## src/rtl/irq_pkg.sv

```systemverilog
package irq_pkg;
  localparam int unsigned NUM_SRC = 6;
  localparam int unsigned REG_W   = 16;
  localparam int unsigned MASK_W  = 8;
  // index of each event inside the internal flag vector (source bit = index + 1)
  localparam int unsigned IDX_PAGE  = 0;
  localparam int unsigned IDX_PDF   = 1;
  localparam int unsigned IDX_ACK   = 2;
  localparam int unsigned IDX_LDOWN = 3;
  localparam int unsigned IDX_RFLT  = 4;
  localparam int unsigned IDX_DONE  = 5;
  typedef enum logic {SEL_SOURCE = 1'b0, SEL_MASK = 1'b1} reg_sel_e;
endpackage

```

## src/rtl/irq_rst_sync.sv

```systemverilog
module irq_rst_sync (
  input  logic clk,
  input  logic rst_n,
  output logic rst_n_sync
);
  logic [1:0] sync_q;

  always_ff @(posedge clk or negedge rst_n) begin
    if (!rst_n) sync_q <= 2'b00;
    else        sync_q <= {sync_q[0], 1'b1};
  end

  assign rst_n_sync = sync_q[1];
endmodule

```

## src/rtl/irq_edge_bank.sv

```systemverilog
module irq_edge_bank #(
  parameter int unsigned N = 6,
  parameter logic [N-1:0] FALL_SEL = '0
) (
  input  logic         clk,
  input  logic         rst_n,
  input  logic [N-1:0] lvl_i,
  output logic [N-1:0] ev_o
);
  logic [N-1:0] prev_q;
  logic [N-1:0] prev_d;

  always_comb prev_d = lvl_i;

  always_ff @(posedge clk or negedge rst_n) begin
    if (!rst_n) prev_q <= '0;
    else        prev_q <= prev_d;
  end

  for (genvar i = 0; i < N; i++) begin : g_edge
    if (FALL_SEL[i]) begin : g_fall
      assign ev_o[i] = prev_q[i] & ~lvl_i[i];
      assert_fall_level_R3: assert property (@(posedge clk) disable iff (!rst_n)
        ev_o[i] |-> !lvl_i[i]);
    end else begin : g_rise
      assign ev_o[i] = lvl_i[i] & ~prev_q[i];
      assert_rise_level_R2: assert property (@(posedge clk) disable iff (!rst_n)
        ev_o[i] |-> lvl_i[i]);
      assert_no_retrigger_R4: assert property (@(posedge clk) disable iff (!rst_n)
        (lvl_i[i] && ev_o[i]) |=> !ev_o[i]);
    end
  end
endmodule

```

## src/rtl/irq_flag_latch.sv

```systemverilog
module irq_flag_latch #(
  parameter int unsigned N = 6
) (
  input  logic         clk,
  input  logic         rst_n,
  input  logic [N-1:0] ev_i,
  input  logic         clr_i,
  output logic [N-1:0] flags_o
);
  logic [N-1:0] flags_q;
  logic [N-1:0] flags_d;

  always_comb begin
    flags_d = clr_i ? '0 : flags_q;
    flags_d = flags_d | ev_i;
  end

  always_ff @(posedge clk or negedge rst_n) begin
    if (!rst_n) flags_q <= '0;
    else        flags_q <= flags_d;
  end

  assign flags_o = flags_q;

  for (genvar i = 0; i < N; i++) begin : g_chk
    assert_event_sets_R2: assert property (@(posedge clk) disable iff (!rst_n)
      ev_i[i] |=> flags_o[i]);
    assert_sticky_R5: assert property (@(posedge clk) disable iff (!rst_n)
      (flags_o[i] && !clr_i) |=> flags_o[i]);
    assert_clear_R5: assert property (@(posedge clk) disable iff (!rst_n)
      (clr_i && !ev_i[i]) |=> !flags_o[i]);
    assert_same_cycle_R6: assert property (@(posedge clk) disable iff (!rst_n)
      (clr_i && ev_i[i]) |=> flags_o[i]);
  end
endmodule

```

## src/rtl/irq_src_mask_unit.sv

```systemverilog
module irq_src_mask_unit
  import irq_pkg::*;
#(
  parameter bit IRQ_ACTIVE_HIGH = 1'b1
) (
  input  logic              clk,
  input  logic              rst_n,
  input  logic              ev_page_rx,
  input  logic              ev_pd_fault,
  input  logic              ev_lp_ack,
  input  logic              link_up,
  input  logic              ev_rem_fault,
  input  logic              ev_an_done,
  input  logic              reg_sel,
  input  logic              reg_rd,
  input  logic              reg_wr,
  input  logic [REG_W-1:0]  reg_wdata,
  output logic [REG_W-1:0]  reg_rdata,
  output logic              irq_o
);
  localparam logic [NUM_SRC-1:0] FALL_SEL = NUM_SRC'(1) << IDX_LDOWN;
  localparam logic IRQ_IDLE = ~IRQ_ACTIVE_HIGH;

  logic               rst_ns;
  logic [NUM_SRC-1:0] lvl;
  logic [NUM_SRC-1:0] ev;
  logic [NUM_SRC-1:0] flags;
  logic               clr_en;
  logic               mask_en;
  logic [MASK_W-1:0]  mask_q;
  logic [MASK_W-1:0]  mask_d;
  logic               hit;
  logic               irq_q;
  logic               irq_d;

  irq_rst_sync u_rst (.clk(clk), .rst_n(rst_n), .rst_n_sync(rst_ns));

  always_comb begin
    lvl            = '0;
    lvl[IDX_PAGE]  = ev_page_rx;
    lvl[IDX_PDF]   = ev_pd_fault;
    lvl[IDX_ACK]   = ev_lp_ack;
    lvl[IDX_LDOWN] = link_up;
    lvl[IDX_RFLT]  = ev_rem_fault;
    lvl[IDX_DONE]  = ev_an_done;
  end

  irq_edge_bank #(.N(NUM_SRC), .FALL_SEL(FALL_SEL)) u_edge (
    .clk(clk), .rst_n(rst_ns), .lvl_i(lvl), .ev_o(ev));

  assign clr_en  = reg_rd & (reg_sel == SEL_SOURCE);
  assign mask_en = reg_wr & (reg_sel == SEL_MASK);

  irq_flag_latch #(.N(NUM_SRC)) u_flags (
    .clk(clk), .rst_n(rst_ns), .ev_i(ev), .clr_i(clr_en), .flags_o(flags));

  // mask register with explicit load enable
  always_comb mask_d = mask_en ? reg_wdata[MASK_W-1:0] : mask_q;

  always_ff @(posedge clk or negedge rst_ns) begin
    if (!rst_ns) mask_q <= '0;
    else         mask_q <= mask_d;
  end

  // source bit k+1 is gated by mask bit k+1
  assign hit   = |(flags & mask_q[NUM_SRC:1]);
  assign irq_d = hit ? IRQ_ACTIVE_HIGH : IRQ_IDLE;

  always_ff @(posedge clk or negedge rst_ns) begin
    if (!rst_ns) irq_q <= IRQ_IDLE;
    else         irq_q <= irq_d;
  end

  assign irq_o = irq_q;

  always_comb begin
    reg_rdata = '0;
    if (reg_sel == SEL_MASK) reg_rdata[MASK_W-1:0] = mask_q;
    else                     reg_rdata[NUM_SRC:1]  = flags;
  end

  assert_irq_on_R10: assert property (@(posedge clk) disable iff (!rst_ns)
    hit |=> (irq_o == IRQ_ACTIVE_HIGH));
  assert_irq_off_R10: assert property (@(posedge clk) disable iff (!rst_ns)
    !hit |=> (irq_o == IRQ_IDLE));
  assert_reserved_zero_R8: assert property (@(posedge clk) disable iff (!rst_ns)
    (reg_sel == SEL_SOURCE) |-> (reg_rdata[REG_W-1:MASK_W] == '0 && !reg_rdata[0]));
  assert_mask_hold_R11: assert property (@(posedge clk) disable iff (!rst_ns)
    !mask_en |=> $stable(mask_q));
  assert_mask_upper_R7: assert property (@(posedge clk) disable iff (!rst_ns)
    (reg_sel == SEL_MASK) |-> (reg_rdata[REG_W-1:MASK_W] == '0));
endmodule

```

## config.mk

```make
export PLATFORM = sky130hd
export DESIGN_NAME = irq_src_mask_unit
export DESIGN_NICKNAME = d
export VERILOG_FILES = /design/src/rtl/irq_pkg.sv /design/src/rtl/irq_rst_sync.sv /design/src/rtl/irq_edge_bank.sv /design/src/rtl/irq_flag_latch.sv /design/src/rtl/irq_src_mask_unit.sv
export SDC_FILE = /design/constraint.sdc
export NUM_CORES = 1
export LEC_CHECK = 0
export BUFFER_PORTS_ARGS = -buffer_cell sky130_fd_sc_hd__buf_4
export CAP_MARGIN = 30
export CORE_AREA = 2 2 61 63
export DETAILED_ROUTE_END_ITERATION = 7
export DIE_AREA = 0 0 63 65
export GPL_TIMING_DRIVEN = 0
export HOLD_SLACK_MARGIN = 0.05
export PLACE_DENSITY_LB_ADDON = 0.12
export SYNTH_ARGS = -nofsm -noshare
export SYNTH_HDL_FRONTEND = slang
export SYNTH_SLANG_ARGS = --single-unit
```

## constraint.sdc

```tcl
create_clock -name clk -period 2.25 [get_ports clk]
set_clock_uncertainty 0.1 [all_clocks]
set_input_delay 0.225 -clock clk [delete_from_list [all_inputs] [get_ports clk]]
set_output_delay 0.225 -clock clk [all_outputs]
set_load 0.01 [all_outputs]
```

Yosys cells after proc, flatten, opt, wreduce, memory -nomap -nowiden. Cells that the tools add are included.

Bitwise operators: 17. Reductions and logical operators: 1. Multiplexer cells: 5.

Operators with widths (number): 6-bit 2-to-1 mux (2); 1-bit bitwise AND (8); 1-bit inverter (7); 6-bit bitwise AND (1); 6-bit OR (1); 6-bit OR reduction (1); 1-bit 2-to-1 mux (3).

Input port bits: 27. Bits in registers: 23. Output and inout bits: 17.

Depth between registers and ports, before layout. Gate-level depths: netlist of the first run.

Depth in word-level cells: 4. Depth in mapped cells: 3. Mapped depth without buffers: 2.

By module. A second synthesis of the first run with hierarchy kept.

Cell total of the unflattened synthesis: 69. Area, all modules: 1044.8 um^2.

Modules (own cells, without submodules): irq_src_mask_unit (instances 1, cells an instance 41, area each 559.3 um^2, seq. area each 225.2 um^2); irq_edge_bank (instances 1, cells an instance 12, area each 232.7 um^2, seq. area each 150.1 um^2); irq_flag_latch (instances 1, cells an instance 13, area each 198.9 um^2, seq. area each 150.1 um^2); irq_rst_sync (instances 1, cells an instance 3, area each 53.8 um^2, seq. area each 50.0 um^2).

Worst setup path before layout of the first run. OpenSTA, ideal clock, no wires.

Kind: input to output. Start point: input reg_sel. End point: output reg_rdata[1]. Data arrival time: 713 ps. Buffers on the path: 1. Setup slack: 1212 ps. Data required time: 1925 ps. Cell stages on the path: 2. Cells stage by stage: buf_6 -> mux2_2.

Longest elaborated chain between the ends: 1.

Ends and longest elaborated chain: from (decl) (RTL line irq_src_mask_unit.sv:14) `input logic reg_sel,`; 6-bit 2-to-1 mux (RTL line irq_src_mask_unit.sv:78) `if (reg_sel == SEL_MASK) reg_rdata[MASK_W-1:0] = mask_q;`; to (decl) (RTL line irq_src_mask_unit.sv:18) `output logic [REG_W-1:0] reg_rdata,`.

No other way between the ends.

Worst setup path in the final report of the first run.
Start point: register u_flags.flags_q[1], in the netlist u_flags.flags_o[1]. End point: output reg_rdata[2].

Longest elaborated chain between the ends: 1.

Ends and longest elaborated chain: from (decl) (RTL line irq_flag_latch.sv:10) `logic [N-1:0] flags_q;`; from (signal assigned) (RTL line irq_flag_latch.sv:20) `else flags_q <= flags_d;`; 6-bit 2-to-1 mux (RTL line irq_src_mask_unit.sv:78).

No other way between the ends.

==> impl_summary.txt, run 1 <==
----------------------------------------------------
[Pwr]
  Peak supply drop ... between 400 and 500 uV
  Total Power ... 0.879 mW
  P_leak ... 0.729 nW
  PwrDens ... 606 mW/mm^2

[Die]
  Area of the core region ... 0.00350 sq mm
  Die Width ... 63 um
  I/O pin total ... 44
  Area enclosed by the die boundary ... between 0.004 and 0.005 sq mm
  Initial core utilization ... 0.284
  Die height ... 65 um
  Number of core rows ... 22

[Clock tree]
  Number of CTS-inserted buffers ... 3
  Clock sink count ... 23
  H-tree depth reported by CTS ... 1
  Clock-pin slew reported for the worst setup and hold paths after clock tree synthesis ... approximately 0.12 ns
  Clock tree from TritonCTS ... done
  Clock latency reported for the late side of the worst-skew pair ... around 0.30 ns
  Clock tree root driver cell ... sky130_fd_sc_hd__clkbuf_4
  Number of buffers between clock root and the deepest sink ... 2

[Placed design]
  Post-Place Cell Area ... 0.00127 sq mm
  Routability Congestion ... 0.733
  Number of port buffers ... 26
  Post-detail-place hpwl ... between 1000 and 1500 um
  Worst setup timing slack at the placement stage ... about 1.1 ns

[Global routing]
  Via count of the first global-routing pass ... between 600 and 700
  Wire length of the first global-routing pass ... 2900 um
  Maximum number of pins on one net before global-route repair ... 22
  Initial antenna violation count ... 0
  Total track usage ... 0.0939
  Remaining Overflow, GRT ... 0

[Synth]
  Syn avg cell area ... between 10 and 15 sq um
  Top cells by instance count after synthesis ... 23 x sky130_fd_sc_hd__dfrtp_1, 8 x sky130_fd_sc_hd__buf_4, 8 x sky130_fd_sc_hd__mux2_4
  Top area cells in the synthesized netlist ... sky130_fd_sc_hd__dfrtp_1 58%, sky130_fd_sc_hd__mux2_4 12%, sky130_fd_sc_hd__mux2_2 6.8%, sky130_fd_sc_hd__buf_4 6.0%, sky130_fd_sc_hd__a22o_1 5.3%
  Netlist cell types ... 13
  Number of enable flip-flop cells after synthesis ... 0
  Post-synthesis cell count ... 68
  Count of state elements after synthesis ... 23
  Yosys Warn Count ... 0
  Share of async-settable or async-resettable flops after synthesis ... 1.00
  Ys flop type ... sky130_fd_sc_hd__dfrtp_1
  Dominant cell type by area after synthesis ... sky130_fd_sc_hd__dfrtp_1
  Most repeated cell in the gate-level netlist after synthesis ... sky130_fd_sc_hd__dfrtp_1
  Top-area cell type share of the netlist area ... 0.579
  Sequential share of the synthesized area ... 0.579
  Area of the mapped netlist ... 993 sq um

[Setup path]
  Required time reported for the critical path endpoint ... 1.92 ns
  CP Data Arrival Time ... approximately 1.2 ns
  Type of the worst setup path ... reg -> out
  Cell type group with the largest total delay on the critical path ... flip-flops
  Kind of capture point of the worst setup path ... primary output
  Crit-path cells ... mux2_2, buf_4
  Critical Path Source Type ... flip-flop
  Worst Path Max Fanout ... 3
  Worst path buffer plus inverter count ... 1
  Cell at the slowest stage of the critical path ... sky130_fd_sc_hd__dfrtp_1
  Max incr delay on CP ... 0.42 ns

[STA]
  Worst Tran Pin Value ... about 0.8 ns
  Final number of hold-violating endpoints ... 0
  Fmax ... 677 MHz
  Setup violation total in the final timing report ... 0
  Setup TNS Final ... 0 ns
  Crit share post-route ... 0.656
  Unrepaired setup endpoints after global routing ... no
  Final worst slack ... about 0.77 ns
  Final-report max-slew violation count ... 0
  Hold slack final ... 0.116 ns
  Max transition margin ... 0.454
  Clock period minus worst slack ... 1.48 ns

[Cells and area]
  Layout cell share with drive strength beyond 1 ... 0.467
  Fill cell count ... 351
  Number of antenna diodes ... 0
  Number of nets in the finished design ... about 150
  Area added between synthesis and finish ... 46.1%
  Finished layout cell area ... 0.00145 sq mm

[Routing]
  Remaining routing DRC violations ... 0
  Total Routed Length ... roughly 1800 um
  Detail-routed net length per standard cell ... 10.4 um
  Detailed-routing iteration count for the pre-antenna-repair pass ... 3
  Residual antenna-violating net count after detailed routing ... 0
  Via count normalized by instance count ... between 3 and 4
  Detailed-route via count ... 633
  Detailed Route Iter0 Violations ... 6

[Run status]
  Run status ... finished, final reports clean

[Hold path]
  Classification of the worst-slack hold path ... in -> async

[Run]
  Maximum Capacitance Violations ... 0

----------------------------------------------------
[what timing repair did]
action,4_1_cts,5_1_grt
hold buffers,15,0
gates resized for setup,0,0
buffers inserted,0,0
hold endpoints to repair,21,0
[final cells by class]
class,instances,area [sq um],share of cell area
inverter,6,22.5,0.0155
tap,48,60.1,0.0414
timing repair buffer,41,345,0.238
clock buffer,4,26.3,0.0181
sequential,23,576,0.397
multi-input combinational,37,350,0.241
buffer,9,71.3,0.0491
[layer usage]
| metal | global-route usage | wire length [um] | vias up |
|---|---|---|---|
| met5 | 0 | 0 | - |
| met4 | 0.0167 | 13 | 0 |
| met3 | 0.0399 | 123 | 2 |
| met2 | 0.144 | 735 | 23 |
| met1 | 0.125 | 883 | 291 |
| li1 | - | - | 317 |
[registers in the layout (all words and copies together), names as in the netlist]
signal and count:
irq_o 1, u_edge.prev_q 6, mask_q 8, u_flags.flags_o 6, u_rst.sync_q 2
[where the power goes]
| part | leakage, nW | switching, mW | internal, mW |
|---|---|---|---|
| logic | 0.450 | 0.0690 | 0.138 |
| registers | 0.265 | 0.0347 | 0.457 |
| clock network | 0.0150 | 0.111 | 0.0691 |
[path summary, 6_finish.rpt]
check | cells after the start | end | startpoint | slack (ns)
min in group clk | 3 | u_flags.flags_o[4] | reg_rd | 0.20
hold / removal | 2 | u_rst.sync_q[0] | rst_n | 0.12
setup reg to reg | 0 | mask_q[0] | u_rst.sync_q[1] | 1.29
hold reg to reg | 0 | u_edge.prev_q[2] | u_rst.sync_q[1] | 0.25
setup / recovery | 2 | reg_rdata[2] | u_flags.flags_o[1] | 0.77
max in group asynchronous | 0 | mask_q[0] | u_rst.sync_q[1] | 1.29
[kinds of logic after synthesis]
kind of cell | after synthesis | synth area share
flip-flops | 23 | 0.579
buffers and inverters | 15 | 0.0945
multiplexers | 14 | 0.189
AO/OA/AOI/OAI | 9 | 0.0756
AND/OR/NAND/NOR | 5 | 0.0541
other | 2 | 0.00756
[placed cells by master (no fill, tap or decap)]
cell type | netlist | final
sky130_fd_sc_hd__a22oi_1 | 3 | 3
sky130_fd_sc_hd__dfrtp_1 | 23 | 23
sky130_fd_sc_hd__conb_1 | 2 | 9
sky130_fd_sc_hd__dlygate4sd3_1 | 0 | 15
sky130_fd_sc_hd__mux2_2 | 6 | 6
sky130_fd_sc_hd__buf_4 | 8 | 34
sky130_fd_sc_hd__a22o_1 | 6 | 6
sky130_fd_sc_hd__nand2b_4 | 1 | 1
sky130_fd_sc_hd__inv_1 | 6 | 6
sky130_fd_sc_hd__clkbuf_4 | 0 | 3
sky130_fd_sc_hd__nand2_8 | 1 | 1
sky130_fd_sc_hd__mux2_4 | 8 | 8
sky130_fd_sc_hd__clkbuf_1 | 0 | 1
sky130_fd_sc_hd__and2_2 | 2 | 2
sky130_fd_sc_hd__nand3_1 | 1 | 1
sky130_fd_sc_hd__buf_6 | 1 | 1
[stage by stage]
step	std cells	utilization
6_report	168	0.415
3_3_place_gp	149	0.365
4_1_cts	168	0.415
3_5_place_dp	149	0.365
2_1_floorplan	75	-
5_1_grt	168	0.415
(Power assumes the default switching activity.)
==> run 2, diff against run 1 <==
Clock period 2.25 ns to 1.3 ns, I/O delays scaled along.
==> run 2 against run 1 <==
The run now ends with setup timing left. Die area stayed put. Register-to-register slack got worse by 1.0 ns. Setup slack got worse by 0.82 ns. Sequential power grew 70%. Worst hold slack worse by 0.0080 ns. Sequential share of layout area decreased by 3.3 points. Flip-flop and latch count unchanged. Largest power group unchanged. Highest routed layer unchanged.
==> impl_summary.txt, run 2 (synthesized netlist as in run 1, its figures left out) <==
----------------------------------------------------
[Clock tree]
  Number of buffers between clock root and the deepest sink ... 2 (unchanged)
  Clock tree root driver cell ... sky130_fd_sc_hd__clkbuf_4
  H-tree depth reported by CTS ... 1 (unchanged)
  Clock latency reported for the late side of the worst-skew pair ... 0.31 ns (about the same)
  Clock-pin slew reported for the worst setup and hold paths after clock tree synthesis ... 0.12 ns (about the same)
  Clock sink count ... 23 (unchanged)
  Clock tree from TritonCTS ... done
  Number of CTS-inserted buffers ... 3 (unchanged)

[STA]
  Fmax ... 744 MHz
  Unrepaired setup endpoints after global routing ... yes
  Final-report max-slew violation count ... 0 (unchanged)
  Max transition margin ... 0.457 (+0.00293)
  Setup TNS Final ... -0.211 ns (-0.211 ns)
  Worst Tran Pin Value ... 0.815 ns (-0.00439 ns)
  Crit share post-route ... 1.03
  Final worst slack ... -0.0442 ns (-0.818 ns)
  Clock period minus worst slack ... approximately 1.3 ns
  Final number of hold-violating endpoints ... 0 (unchanged)
  Setup violation total in the final timing report ... 6 (+6)

[Die]
  Area of the core region ... 0.00350 sq mm (unchanged)
  Initial core utilization ... 0.284 (unchanged)
  Area enclosed by the die boundary ... 0.00410 sq mm (unchanged)
  Die Width ... 63 um (unchanged)
  I/O pin total ... 44 (unchanged)
  Number of core rows ... 22 (unchanged)
  Die height ... 65 um (unchanged)

[Placed design]
  Worst setup timing slack at the placement stage ... 0.234 ns (-0.824 ns)
  Routability Congestion ... 0.733 (unchanged)
  Post-detail-place hpwl ... 1230 um (unchanged)
  Post-Place Cell Area ... 0.00127 sq mm (unchanged)
  Number of port buffers ... 26 (unchanged)

[Cells and area]
  Area added between synthesis and finish ... 59.4%
  Largest register FFs ... 8 (unchanged)
  Layout cell share with drive strength beyond 1 ... 0.508 (+0.0409)
  Most common cell after layout, fill and taps aside ... sky130_fd_sc_hd__buf_4
  Finished layout cell area ... 0.00158 sq mm (+9.1%)
  Fill cell count ... 354 (+0.85%)
  Number of antenna diodes ... 0 (unchanged)
  Area occupied by registers ... 576 sq um (unchanged)
  Top reg by flops ... mask_q
  Area taken by multi-input logic gates ... 368 sq um (+5.0%)
  Most frequent cells in the layout ... 39 x sky130_fd_sc_hd__buf_4, 23 x sky130_fd_sc_hd__dfrtp_1, 16 x sky130_fd_sc_hd__dlygate4sd3_1, 12 x sky130_fd_sc_hd__mux2_4, 9 x sky130_fd_sc_hd__conb_1
  Number of nets in the finished design ... 160 (+8.1%)

[Setup path]
  CP Data Arrival Time ... 1.11 ns (-0.04 ns)
  Required time reported for the critical path endpoint ... 1.07 ns (-0.85 ns)
  Worst-case reg-to-reg path depth ... 3 (+3)
  Worst Path Max Fanout ... 2 (-1)
  Critical Path Source Type ... flip-flop
  Type of the worst setup path ... reg -> out
  Kind of capture point of the worst setup path ... primary output

[Global routing]
  Total track usage ... 0.108 (+0.0144)
  Remaining Overflow, GRT ... 0 (unchanged)
  Via count of the first global-routing pass ... 713 (+13%)
  Maximum number of pins on one net before global-route repair ... 22 (unchanged)
  Initial antenna violation count ... 0 (unchanged)
  Wire length of the first global-routing pass ... 3280 um (+13%)

[Run status]
  Failing checks ... setup timing
  Run status ... finished, violations left

[Pwr]
  P_leak ... 0.813 nW (+12%)
  PwrDens ... 1040 mW/mm^2 (+71%)
  Peak supply drop ... 706 uV (+72%)

[Routing]
  Detail-routed net length per standard cell ... 10.9 um (+4.7%)
  Remaining routing DRC violations ... 0 (unchanged)
  Via count normalized by instance count ... 3.79 (+0.56%)
  Total Routed Length ... 1970 um (+12%)
  Detailed Route Iter0 Violations ... 8 (+2)
  Detailed-routing iteration count for the pre-antenna-repair pass ... 2 (-1)
  Residual antenna-violating net count after detailed routing ... 0 (unchanged)
  Detailed-route via count ... 682 (+7.7%)

[Run]
  Maximum Capacitance Violations ... 0 (unchanged)

[Hold path]
  Hold Path Stages ... 3
  Classification of the worst-slack hold path ... in -> reg

----------------------------------------------------
[run 2: changes by cell type in the layout (fill, tap and decap cells not counted), moves of 2 or more]
cell / delta
sky130_fd_sc_hd__and2_2: -2
sky130_fd_sc_hd__mux2_4: +4
sky130_fd_sc_hd__buf_4: +5
sky130_fd_sc_hd__mux2_2: -4
sky130_fd_sc_hd__and2_4: +2
sky130_fd_sc_hd__buf_6: +6
[run 2: layer usage]
metal | track usage | share of wire | vias to the layer above
li1 | - | - | 341
met1 | 0.140 | 0.47 | 318
met2 | 0.169 | 0.45 | 21
met4 | 0.0333 | 0.0097 | 0
met3 | 0.0399 | 0.063 | 2
met5 | 0 | 0 | -
[run 2: worst max-delay path: stages (launching register included)]
cell	delay, ns
sky130_fd_sc_hd__dfrtp_1	0.40
sky130_fd_sc_hd__mux2_2	0.28
sky130_fd_sc_hd__buf_6	0.12
[run 2: layout make-up]
cell class	instances	share of cell area
Sequential cell	23	0.363
Buffer	9	0.0450
Inverter	6	0.0142
Clock buffer	4	0.0166
Tap cell	48	0.0379
Multi-Input combinational cell	37	0.232
Timing Repair Buffer	53	0.291
[run 2: timing repair]
item	4_1_cts	5_1_grt
hold buffers	16	0
setup buffers	10	1
endpoints found under the hold margin	22	0
resized for setup	10	2
setup endpoints to repair	6	8
[run 2: where the power goes]
part,switching [mW],total (mW),internal (mW)
Combinational,0.158,0.484,0.326
Sequential,0.0476,0.838,0.790
Clock,0.204,0.323,0.120
[run 2: path summary, 6_finish.rpt]
path | start | end | slack (ns)
max in group asynchronous | u_rst.sync_q[1] | u_flags.flags_o[5] | 0.35
min in group asynchronous | u_rst.sync_q[1] | u_edge.prev_q[1] | 0.24
worst max-delay path | mask_q[5] | reg_rdata[5] | -0.04
worst max register to register | mask_q[5] | irq_o | 0.26
worst min-delay path | reg_rd | u_flags.flags_o[4] | 0.11
worst min register to register | u_rst.sync_q[1] | u_edge.prev_q[1] | 0.24
[run 2: stage by stage]
stage | total power [mW] | instances | utilization | hold WS, ns
floorplan | 1.05 | 75 | - | -0.266
global placement | 1.19 | 149 | 0.365 | -0.187
detailed placement | 1.19 | 149 | 0.365 | -0.187
CTS | 1.65 | 179 | 0.450 | 0.0989
global route | 1.76 | 180 | 0.453 | 0.0888
finish | 1.65 | 180 | 0.453 | 0.108
==> run 3, diff against run 2 <==
Settings changed: GPL_ROUTABILITY_DRIVEN set to 0, GPL_TIMING_DRIVEN 0 to not set.
Clock period 1.3 ns to 1.7 ns, I/O delays scaled along.
==> run 3 against run 2 <==
The run now ends clean. Critical path type unchanged. Via count is 8.1% lower. Flip-flop and latch count stayed put. Final cell count is 10% lower. Setup slack better by 0.32 ns. Non-clock buffer count is 18 lower. Sequential share of layout area is 4.6 points higher. Register-to-register slack better by 0.50 ns. Utilization is 5.1 points lower. Combinational power is 44% lower. First-iteration DRC count grew to 2.6 times the previous value. Routed wire length is 10% lower.
==> impl_summary.txt, run 3 (synthesized netlist as in run 1, its figures left out) <==
----------------------------------------------------
[Pwr]
  Switching Power ... 0.300 mW (-27%)
  Power share of the sequential group ... 0.550 (+0.041)
  PwrDens ... 829 mW/mm^2 (-20%)
  Internal power component ... 0.866 mW (-30%)
  Peak supply drop ... 395 uV (-44%)
  Total Power ... 1.17 mW (-29%)
  Share of power burned in combinational logic ... 0.233 (-0.061)
  Fraction of power spent switching nets ... 0.257 (+0.00886)
  Share of total power in the clock network ... 0.216 (+0.019)
  P_leak ... 0.696 nW (-14%)

[Clock tree]
  Clock tree root driver cell ... sky130_fd_sc_hd__clkbuf_4
  Number of buffers between clock root and the deepest sink ... 2 (unchanged)
  Number of CTS-inserted buffers ... 3 (unchanged)
  Clock sink count ... 23 (unchanged)
  Clock latency reported for the late side of the worst-skew pair ... 0.31 ns (about the same)
  Clock-pin slew reported for the worst setup and hold paths after clock tree synthesis ... 0.13 ns (about the same)
  Post-CTS Setup Inserts ... 0 (-10)
  H-tree depth reported by CTS ... 1 (unchanged)
  Clock tree from TritonCTS ... done

[Routing]
  Uppermost layer routed ... met4
  Via count normalized by instance count ... 3.87 (+2.2%)
  Detailed Route Iter0 Violations ... 21 (+13)
  Total Routed Length ... 1760 um (-10%)
  Detailed-route via count ... 627 (-8.1%)
  Detail-routed net length per standard cell ... 10.9 um (-0.52%)
  Length of routed met2 wiring ... 749 um (-16%)
  Detailed route wirelength on metal3 ... 85 um (-31%)
  WL met1 ... 894 um (-4.3%)
  Residual antenna-violating net count after detailed routing ... 0 (unchanged)
  Detailed-routing iteration count for the pre-antenna-repair pass ... 3 (+1)
  Remaining routing DRC violations ... 0 (unchanged)

[Setup path]
  Max incr delay on CP ... 0.42 ns (+0.02 ns)
  Type of the worst setup path ... reg -> out
  Critical Path Source Type ... flip-flop
  Worst flop-to-flop path startpoint ... mask_q[3]
  CP Data Arrival Time ... 1.15 ns (+0.04 ns)
  Required time reported for the critical path endpoint ... 1.43 ns (+0.36 ns)
  Worst Setup SP ... u_flags.flags_o[2]
  Worst path buffer plus inverter count ... 1 (unchanged)
  Cell at the slowest stage of the critical path ... sky130_fd_sc_hd__dfrtp_1
  Crit-path cells ... mux2_2, buf_4
  Kind of capture point of the worst setup path ... primary output
  Cell type group with the largest total delay on the critical path ... flip-flops
  Worst Path Max Fanout ... 3 (+1)

[Cells and area]
  Number of antenna diodes ... 0 (unchanged)
  Top reg by flops ... mask_q
  Area added between synthesis and finish ... 41.6%
  Most frequent cells in the layout ... 28 x sky130_fd_sc_hd__buf_4, 23 x sky130_fd_sc_hd__dfrtp_1, 16 x sky130_fd_sc_hd__dlygate4sd3_1, 9 x sky130_fd_sc_hd__conb_1, 8 x sky130_fd_sc_hd__mux2_4
  Most common cell after layout, fill and taps aside ... sky130_fd_sc_hd__buf_4
  Layout cell share with drive strength beyond 1 ... 0.439 (-0.0690)
  Number of nets in the finished design ... 142 (-11%)
  Fill cell count ... 360 (+1.7%)
  Largest register FFs ... 8 (unchanged)
  Finished layout cell area ... 0.00141 sq mm (-11%)

[STA]
  Hold slack final ... 0.112 ns (+0.00450 ns)
  Fmax ... roughly 700 MHz
  Clock period minus worst slack ... 1.42 ns
  Unrepaired setup endpoints after global routing ... no
  Final number of hold-violating endpoints ... 0 (unchanged)
  Final-report max-slew violation count ... 0 (unchanged)
  Setup TNS Final ... 0 ns (+0.211 ns)
  Final worst slack ... 0.278 ns (+0.322 ns)
  Crit share post-route ... 0.836
  Setup violation total in the final timing report ... 0 (-6)

[Global routing]
  Maximum number of pins on one net before global-route repair ... 22 (unchanged)
  Wire length of the first global-routing pass ... 2920 um (-11%)
  Via count of the first global-routing pass ... 647 (-9.3%)
  Remaining Overflow, GRT ... 0 (unchanged)
  Initial antenna violation count ... 0 (unchanged)
  Total track usage ... 0.0941 (-0.0142)

[Die]
  Initial core utilization ... 0.284 (unchanged)
  I/O pin total ... 44 (unchanged)
  Number of core rows ... 22 (unchanged)
  Area of the core region ... 0.00350 sq mm (unchanged)
  Die Width ... 63 um (unchanged)
  Area enclosed by the die boundary ... 0.00410 sq mm (unchanged)
  Die height ... 65 um (unchanged)

[Placed design]
  Number of port buffers ... 27 (+3.8%)
  Post-Place Cell Area ... 0.00122 sq mm (-4.4%)
  Post-detail-place hpwl ... 1260 um (+1.7%)
  Worst setup timing slack at the placement stage ... 0.563 ns (+0.329 ns)

[Run]
  Maximum Capacitance Violations ... 0 (unchanged)

[Run status]
  Run status ... finished, final reports clean

[Hold path]
  Classification of the worst-slack hold path ... reg -> async

----------------------------------------------------
-- run 3: changes by cell type in the layout (fill, tap and decap cells not counted), sizes merged --
cell and delta:
buf -18, clkbuf -1, clkinv +1
-- run 3: cell type report --
type	instances	area [sq um]	area share
Sequential cell	23	576	0.409
Timing Repair Buffer	44	370	0.263
Multi-Input combinational cell	37	350	0.249
Tap cell	48	60.1	0.0427
Clock buffer	3	22.5	0.0160
Inverter	6	22.5	0.0160
Clock inverter	1	5.00	0.00356
-- run 3: metrics by stage --
stage,utilization,instances
6_report,0.402,162
5_1_grt,0.402,162
4_1_cts,0.402,162
3_5_place_dp,0.349,142
3_3_place_gp,0.349,142
2_1_floorplan,-,75
-- run 3: worst paths after layout --
| kind | end | slack (ns) | cells after the start |
|---|---|---|---|
| setup / recovery | reg_rdata[3] | 0.28 | 2 |
| hold / removal | u_flags.flags_o[2] | 0.11 | 1 |
| setup reg to reg | irq_o | 0.76 | 2 |
| hold reg to reg | u_flags.flags_o[2] | 0.11 | 1 |
| max in group asynchronous | u_rst.sync_q[0] | 0.80 | 3 |
| min in group clk | u_flags.flags_o[1] | 0.14 | 3 |
-- run 3: worst reg2reg max path, cell delays in order, from the launching register on --
cell	delay, ns
sky130_fd_sc_hd__dfrtp_1	0.42
sky130_fd_sc_hd__a22oi_1	0.21
sky130_fd_sc_hd__nand3_1	0.10
-- run 3: metal layers --
metal	global-route usage	vias up
li1	-	309
met1	0.122	293
met2	0.146	21
met3	0.0156	4
met4	0.0583	0
met5	0	-
-- run 3: timing repair --
action	CTS	global route
endpoints found under the hold margin	21	0
gates resized for setup	0	0
hold buffers	16	0
setup endpoints to repair	0	0
-- run 3: power by group through the flow --
stage	logic [mW]	clock network (mW)	registers [mW]
after floorplan	0.153	0	0.650
after global placement	0.245	0	0.652
after detailed placement	0.247	0	0.652
after CTS	0.277	0.266	0.642
after global routing	0.296	0.288	0.651
final	0.272	0.252	0.642
